## src/rtl/rowbuf_pkg.sv

```systemverilog
package rowbuf_pkg;

  typedef enum logic {
    MAP_BLOCK = 1'b0,
    MAP_ROW   = 1'b1
  } mapMode_e;

  typedef struct packed {
    logic takeReq;
    logic rowHit;
    logic incHit;
    logic incMiss;
    logic clearCnt;
  } ctrlStrobes_t;

endpackage

```

## src/rtl/rowbuf_addr_map.sv

```systemverilog
module rowbuf_addr_map #(
  parameter rowbuf_pkg::mapMode_e MAP_MODE = rowbuf_pkg::MAP_BLOCK,
  parameter int ADDR_W      = 12,
  parameter int NUM_BANKS   = 4,
  parameter int BLOCK_BYTES = 32,
  parameter int ROW_BYTES   = 128,
  parameter int ROW_W       = 11,
  localparam int BANK_W     = $clog2(NUM_BANKS)
) (
  input  logic [ADDR_W-1:0] addr,
  output logic [BANK_W-1:0] bank,
  output logic [ROW_W-1:0]  row
);
  localparam int BLK_OFF     = $clog2(BLOCK_BYTES);
  localparam int ROW_OFF     = $clog2(ROW_BYTES);
  localparam int BLKS_PER_RW = ROW_BYTES / BLOCK_BYTES;
  localparam int COL_W       = $clog2(BLKS_PER_RW);

  generate
    if (MAP_MODE == rowbuf_pkg::MAP_BLOCK) begin : g_blockMap
      localparam int ROW_SHIFT = BLK_OFF + BANK_W + COL_W;
      // low block-number bits select the bank; the rest is split into column and row
      assign bank = addr[BLK_OFF +: BANK_W];
      assign row  = ROW_W'(addr >> ROW_SHIFT);
    end else begin : g_rowMap
      localparam int ROW_SHIFT = ROW_OFF + BANK_W;
      // row | bank | column | byte offset, from high to low
      assign bank = addr[ROW_OFF +: BANK_W];
      assign row  = ROW_W'(addr >> ROW_SHIFT);
    end
  endgenerate

endmodule

```

## src/rtl/rowbuf_ctrl.sv

```systemverilog
module rowbuf_ctrl #(
  parameter int ROW_W = 11
) (
  input  logic                     reqValid,
  input  logic                     clearCnt,
  input  logic [ROW_W-1:0]         reqRow,
  input  logic [ROW_W-1:0]         curOpenRow,
  output rowbuf_pkg::ctrlStrobes_t strb
);
  logic isHit;

  always_comb begin
    isHit         = (reqRow == curOpenRow);
    strb.takeReq  = reqValid;
    strb.rowHit   = reqValid && isHit;
    strb.clearCnt = clearCnt;
    // a clear in the same cycle suppresses counting of the request
    strb.incHit   = reqValid && isHit && !clearCnt;
    strb.incMiss  = reqValid && !isHit && !clearCnt;
  end

endmodule

```

## src/rtl/rowbuf_datapath.sv

```systemverilog
module rowbuf_datapath #(
  parameter int NUM_BANKS = 4,
  parameter int ROW_W     = 11,
  parameter int CNT_W     = 16,
  parameter int INIT_ROW  = 1024,
  localparam int BANK_W   = $clog2(NUM_BANKS)
) (
  input  logic                     clk,
  input  logic                     rst,
  input  rowbuf_pkg::ctrlStrobes_t strb,
  input  logic [BANK_W-1:0]        reqBank,
  input  logic [ROW_W-1:0]         reqRow,
  output logic [ROW_W-1:0]         curOpenRow,
  output logic                     resValid,
  output logic                     resHit,
  output logic [BANK_W-1:0]        resBank,
  output logic [ROW_W-1:0]         resRow,
  output logic [CNT_W-1:0]         hitCnt,
  output logic [CNT_W-1:0]         missCnt
);
  localparam logic [CNT_W-1:0] CNT_MAX = '1;

  logic [ROW_W-1:0] openRow [NUM_BANKS];

  generate
    for (genvar b = 0; b < NUM_BANKS; b++) begin : g_bank
      logic [ROW_W-1:0] rowReg;
      always_ff @(posedge clk) begin
        if (rst)
          rowReg <= ROW_W'(INIT_ROW);
        else if (strb.takeReq && !strb.rowHit && reqBank == BANK_W'(b))
          rowReg <= reqRow;
      end
      assign openRow[b] = rowReg;
    end
  endgenerate

  assign curOpenRow = openRow[reqBank];

  always_ff @(posedge clk) begin
    if (rst) begin
      resValid <= 1'b0;
      resHit   <= 1'b0;
      resBank  <= '0;
      resRow   <= '0;
    end else begin
      resValid <= strb.takeReq;
      if (strb.takeReq) begin
        resHit  <= strb.rowHit;
        resBank <= reqBank;
        resRow  <= reqRow;
      end
    end
  end

  always_ff @(posedge clk) begin
    if (rst || strb.clearCnt) begin
      hitCnt  <= '0;
      missCnt <= '0;
    end else begin
      if (strb.incHit && hitCnt != CNT_MAX)
        hitCnt <= hitCnt + 1'b1;
      if (strb.incMiss && missCnt != CNT_MAX)
        missCnt <= missCnt + 1'b1;
    end
  end

  // the reported row is now the open row of the reported bank
  assert_open_row_R3: assert property (@(posedge clk) disable iff (rst)
    resValid |-> openRow[resBank] == resRow);

  // never both counters move in one cycle
  assert_one_count_R6: assert property (@(posedge clk) disable iff (rst)
    !strb.clearCnt |=> ($stable(hitCnt) || $stable(missCnt)));

  // a full counter stays full
  assert_hit_sat_R7: assert property (@(posedge clk) disable iff (rst)
    (hitCnt == CNT_MAX && !strb.clearCnt) |=> hitCnt == CNT_MAX);
  assert_miss_sat_R7: assert property (@(posedge clk) disable iff (rst)
    (missCnt == CNT_MAX && !strb.clearCnt) |=> missCnt == CNT_MAX);

  // clear empties both counters
  assert_clear_R8: assert property (@(posedge clk) disable iff (rst)
    strb.clearCnt |=> (hitCnt == '0 && missCnt == '0));

endmodule

```

## src/rtl/rowbuf_tracker.sv

```systemverilog
module rowbuf_tracker #(
  parameter rowbuf_pkg::mapMode_e MAP_MODE = rowbuf_pkg::MAP_BLOCK,
  parameter int ADDR_W      = 12,
  parameter int NUM_BANKS   = 4,
  parameter int BLOCK_BYTES = 32,
  parameter int ROW_BYTES   = 128,
  parameter int ROW_W       = 11,
  parameter int INIT_ROW    = 1024,
  parameter int CNT_W       = 16,
  localparam int BANK_W     = $clog2(NUM_BANKS)
) (
  input  logic              clk,
  input  logic              rst,
  input  logic              reqValid,
  input  logic [ADDR_W-1:0] reqAddr,
  input  logic              clearCnt,
  output logic              resValid,
  output logic              resHit,
  output logic [BANK_W-1:0] resBank,
  output logic [ROW_W-1:0]  resRow,
  output logic [CNT_W-1:0]  hitCnt,
  output logic [CNT_W-1:0]  missCnt
);
  logic [BANK_W-1:0]        reqBank;
  logic [ROW_W-1:0]         reqRow;
  logic [ROW_W-1:0]         curOpenRow;
  rowbuf_pkg::ctrlStrobes_t strb;

  rowbuf_addr_map #(
    .MAP_MODE(MAP_MODE), .ADDR_W(ADDR_W), .NUM_BANKS(NUM_BANKS),
    .BLOCK_BYTES(BLOCK_BYTES), .ROW_BYTES(ROW_BYTES), .ROW_W(ROW_W)
  ) i_addrMap (
    .addr(reqAddr), .bank(reqBank), .row(reqRow)
  );

  rowbuf_ctrl #(.ROW_W(ROW_W)) i_ctrl (
    .reqValid(reqValid), .clearCnt(clearCnt), .reqRow(reqRow),
    .curOpenRow(curOpenRow), .strb(strb)
  );

  rowbuf_datapath #(
    .NUM_BANKS(NUM_BANKS), .ROW_W(ROW_W), .CNT_W(CNT_W), .INIT_ROW(INIT_ROW)
  ) i_datapath (
    .clk(clk), .rst(rst), .strb(strb), .reqBank(reqBank), .reqRow(reqRow),
    .curOpenRow(curOpenRow), .resValid(resValid), .resHit(resHit),
    .resBank(resBank), .resRow(resRow), .hitCnt(hitCnt), .missCnt(missCnt)
  );

  // every accepted request is answered on the next cycle
  assert_res_latency_R4: assert property (@(posedge clk) disable iff (rst)
    reqValid |=> resValid);

  // no request, no result
  assert_no_res_R9: assert property (@(posedge clk) disable iff (rst)
    !reqValid |=> !resValid);

endmodule

```

## config.mk

```make
export PLATFORM = sky130hd
export DESIGN_NAME = rowbuf_tracker
export DESIGN_NICKNAME = d
export VERILOG_FILES = /design/src/rtl/rowbuf_pkg.sv /design/src/rtl/rowbuf_addr_map.sv /design/src/rtl/rowbuf_ctrl.sv /design/src/rtl/rowbuf_datapath.sv /design/src/rtl/rowbuf_tracker.sv
export SDC_FILE = /design/constraint.sdc
export NUM_CORES = 1
export LEC_CHECK = 0
export ABC_AREA = 1
export BUFFER_PORTS_ARGS = -buffer_cell sky130_fd_sc_hd__buf_2
export CORE_ASPECT_RATIO = 1.75
export CORE_MARGIN = 5
export CORE_UTILIZATION = 50
export DETAILED_ROUTE_END_ITERATION = 6
export PLACE_DENSITY = 0.77
export SYNTH_ARGS = -nofsm -noshare
export SYNTH_HDL_FRONTEND = slang
export SYNTH_SLANG_ARGS = --single-unit
```

## constraint.sdc

```tcl
create_clock -name clk -period 1.7 [get_ports clk]
set_input_delay 0.085 -clock clk [delete_from_list [all_inputs] [get_ports clk]]
set_output_delay 0.085 -clock clk [all_outputs]
set_load 0.02 [all_outputs]
```

==> flow_summary.toml <==
[floorplanning]
effective_utilization_at_floorplan = 0.517
vertical_extent_of_the_die_um = 114
num_io_pins = 63
placementRows = 37
die_width_um = 69.2
die_area_um2 = 7860
core_region_area_um2 = 5930

[global_route]
pin_count_of_the_biggest_net_entering_global_routing = 29
global_route.usage.total = 0.202
first_global_vias = 3084
grt_first_pass_wirelength_um = 13400
grt_antenna_before_repair = 0
globalRouteOverflowTotal = 0

[setup_path]
worstSetupPathType = "reg2reg"
path_cells = "ha_2 -> nand2_2 -> nor2_2 -> nand3_2 -> nor2_4 -> buf_4 -> or2_2 -> nor2_1 -> nand2_1 -> nand2_1 -> nor2_1"
critical-path-slowest-cell = "sky130_fd_sc_hd__dfxtp_2"
critical-path-top-delay-family = "simple AND/OR/NAND/NOR gates"
timing.critical_path.arrival_ns = 1.85
timing.critical_path.depth = 11
critPathCaptureType = "register"
start_kind = "register"
cpPeakStageDelay_ns = 0.33
path_max_fanout = 6
path_buf_inv = 1
critPathRequiredTime_ns = 1.93
rr_worst_depth = 11

[final_layout]
finalNetCount = 561
mostFrequentLayoutCells = "125 x sky130_fd_sc_hd__nand2_1, 65 x sky130_fd_sc_hd__nor2_1, 47 x sky130_fd_sc_hd__buf_2, 45 x sky130_fd_sc_hd__dfxtp_1, 37 x sky130_fd_sc_hd__buf_4"
layout-area-overhead-vs-synth_pct = 26.7
post-route-util = 0.655
final_common_cell = "sky130_fd_sc_hd__nand2_1"
final_layout_size_suffix_gt1_frac = 0.311
n_antenna_cell = 0

[sta]
slew_violations = 0
final.setup_skew_ns = 0.0112
rsz0062_at_grt = "yes"
report.final.hold_viol_count = 0
fin_crit_sh = 0.956
setup_violations = 0
hold_slack_ns = 0.00879
post-route-min-period_ns = 1.62
fmax_ghz = 0.616
final.setup.worst_slack_ns = 0.0756

[detailed_routing]
finalWirelength_um = 8200
routedWlPerCell_um = 13.2
detail_route.drc_violations = 0
routed_via_density = 5.21
dr.pass1.iters = 5
route.vias.total = 3241
ant_nets = 0
dr.first_iter.drc_count = 190

[yosys]
avgSynthCellArea_um2 = 6.59
flops_latches_synth = 55
ys_seq_area_frac = 0.359
synthesis.yosys.warnings = 0
post_synth_instance_area_um2 = 3070
netlist_instances = 465
yosysUniqueCellTypes = 30
synth.top_cell.area_share = 0.359
synth.top_cells.by_area = "sky130_fd_sc_hd__dfxtp_1 36%, sky130_fd_sc_hd__nand2_1 17%, sky130_fd_sc_hd__nor2_1 8.9%"
yosys.area.top_type = "sky130_fd_sc_hd__dfxtp_1"

[clock_network]
clock_transition_at_path_regs_ns = 0.11
cts_hold_buffers = 0
tritoncts.num_buffers = 5
cts.sinks = 55
clock_latency_on_the_worst_skew_pair_ns = 0.32
ctsLongestPathBuffers = 2
cts_root_buffer = "sky130_fd_sc_hd__clkbuf_8"
cts_tree = "done"
ctsHtreeMaxLevel = 2

[power_and_ir_drop]
p_leak_nw = 1.76
power-per-cell-area_nw_per_um2 = 615
vdd_ir_drop_max_mv = 0.618

[flow_run]
cap_violations = 0

[place]
detailed_place_hpwl_um = 5710
place_congestion = 0.900
placement.setup.worst_slack_ns = -0.0376
numPortBuffers = 47

[min_path]
worst_hold_path.num_cells = 3
worstHoldPathType = "in2reg"

[outcome]
run_status = "finished, final reports clean"
-- routing by layer --
metal / wire length [um] / track usage / vias to the layer above
met2: 4560 / 0.386 / 103
li1: - / - / 1622
met3: 357 / 0.0326 / 19
met5: 0 / 0 / -
met1: 3070 / 0.211 / 1497
met4: 219 / 0.0978 / 0
-- tightest hold or removal path: cells and delay by family --
family | cells | cell delay, ns
buffers and inverters | 2 | 0.16
AND/OR/NAND/NOR | 1 | 0.04
-- sequential cells by signal, indices dropped and copies added, names as in the netlist --
register	cells
i_datapath.missCnt	16
i_datapath.hitCnt	16
i_datapath.resHit	1
i_datapath.resBank	2
i_datapath.resRow	3
i_datapath.g_bank.rowReg	16
i_datapath.resValid	1
-- synthesized netlist by cell type, drive strengths merged --
master	number
xnor2	2
buf	18
nand3	33
inv	41
nand4	26
dfxtp	55
a21oi	28
xor2	7
ha	2
nor2	86
o21bai	3
or2	1
o21ai	7
clkbuf	6
nand2	141
conb	1
nor3	8
-- power breakdown --
group	total (mW)	switching, mW	internal (mW)
Combinational	0.306	0.212	0.0938
Sequential	1.33	0.0148	1.32
Clock	0.752	0.461	0.292
Total	2.39	0.688	1.70
-- area by class of cell --
cell class	instances	area, um^2
Clock buffer	5	68.8
Clock inverter	3	18.8
Fill cell	549	2040
Inverter	41	156
Multi-Input combinational cell	353	1850
Sequential cell	55	1110
Tap cell	78	97.6
Timing Repair Buffer	87	578
-- through the flow --
stage	cell area (um^2)	TNS (ns)	power [mW]	instances
6_report	3880	0	2.39	622
5_1_grt	3880	-0.244	2.49	622
4_1_cts	3650	0	2.38	615
3_5_place_dp	3540	-0.144	1.64	606
3_3_place_gp	3540	0	1.64	606
2_1_floorplan	3100	0	1.58	472
-- final timing paths --
check                                                     start                               to  slack, ns
worst min register to register  i_datapath.g_bank[3].rowReg[10]  i_datapath.g_bank[3].rowReg[10]       0.46
worst max-delay path                       i_datapath.hitCnt[0]             i_datapath.hitCnt[3]       0.08
worst max register to register             i_datapath.hitCnt[0]             i_datapath.hitCnt[3]       0.08
worst min-delay path                                   reqValid              i_datapath.resValid      0.009
-- cells by family (layout without fill, tap and decap cells) --
kind of cell	Yosys count	count (layout)	share of synthesized area
AO/OA/AOI/OAI	38	38	0.0682
XOR/XNOR	9	9	0.0257
adder cells (fa/ha/maj)	2	2	0.00816
buffers and inverters	65	136	0.103
flip-flops	55	55	0.359
other	1	8	0.00122
AND/OR/NAND/NOR	295	296	0.434
-- timing repair --
| action | 4_1_cts | 5_1_grt |
|---|---|---|
| buffers inserted | 0 | 6 |
| pin swaps | 1 | 12 |
| resized for setup | 2 | 50 |
| gates cloned | 1 | 1 |
| setup endpoints to repair | 2 | 41 |
Power figures use the tool's default switching activity.
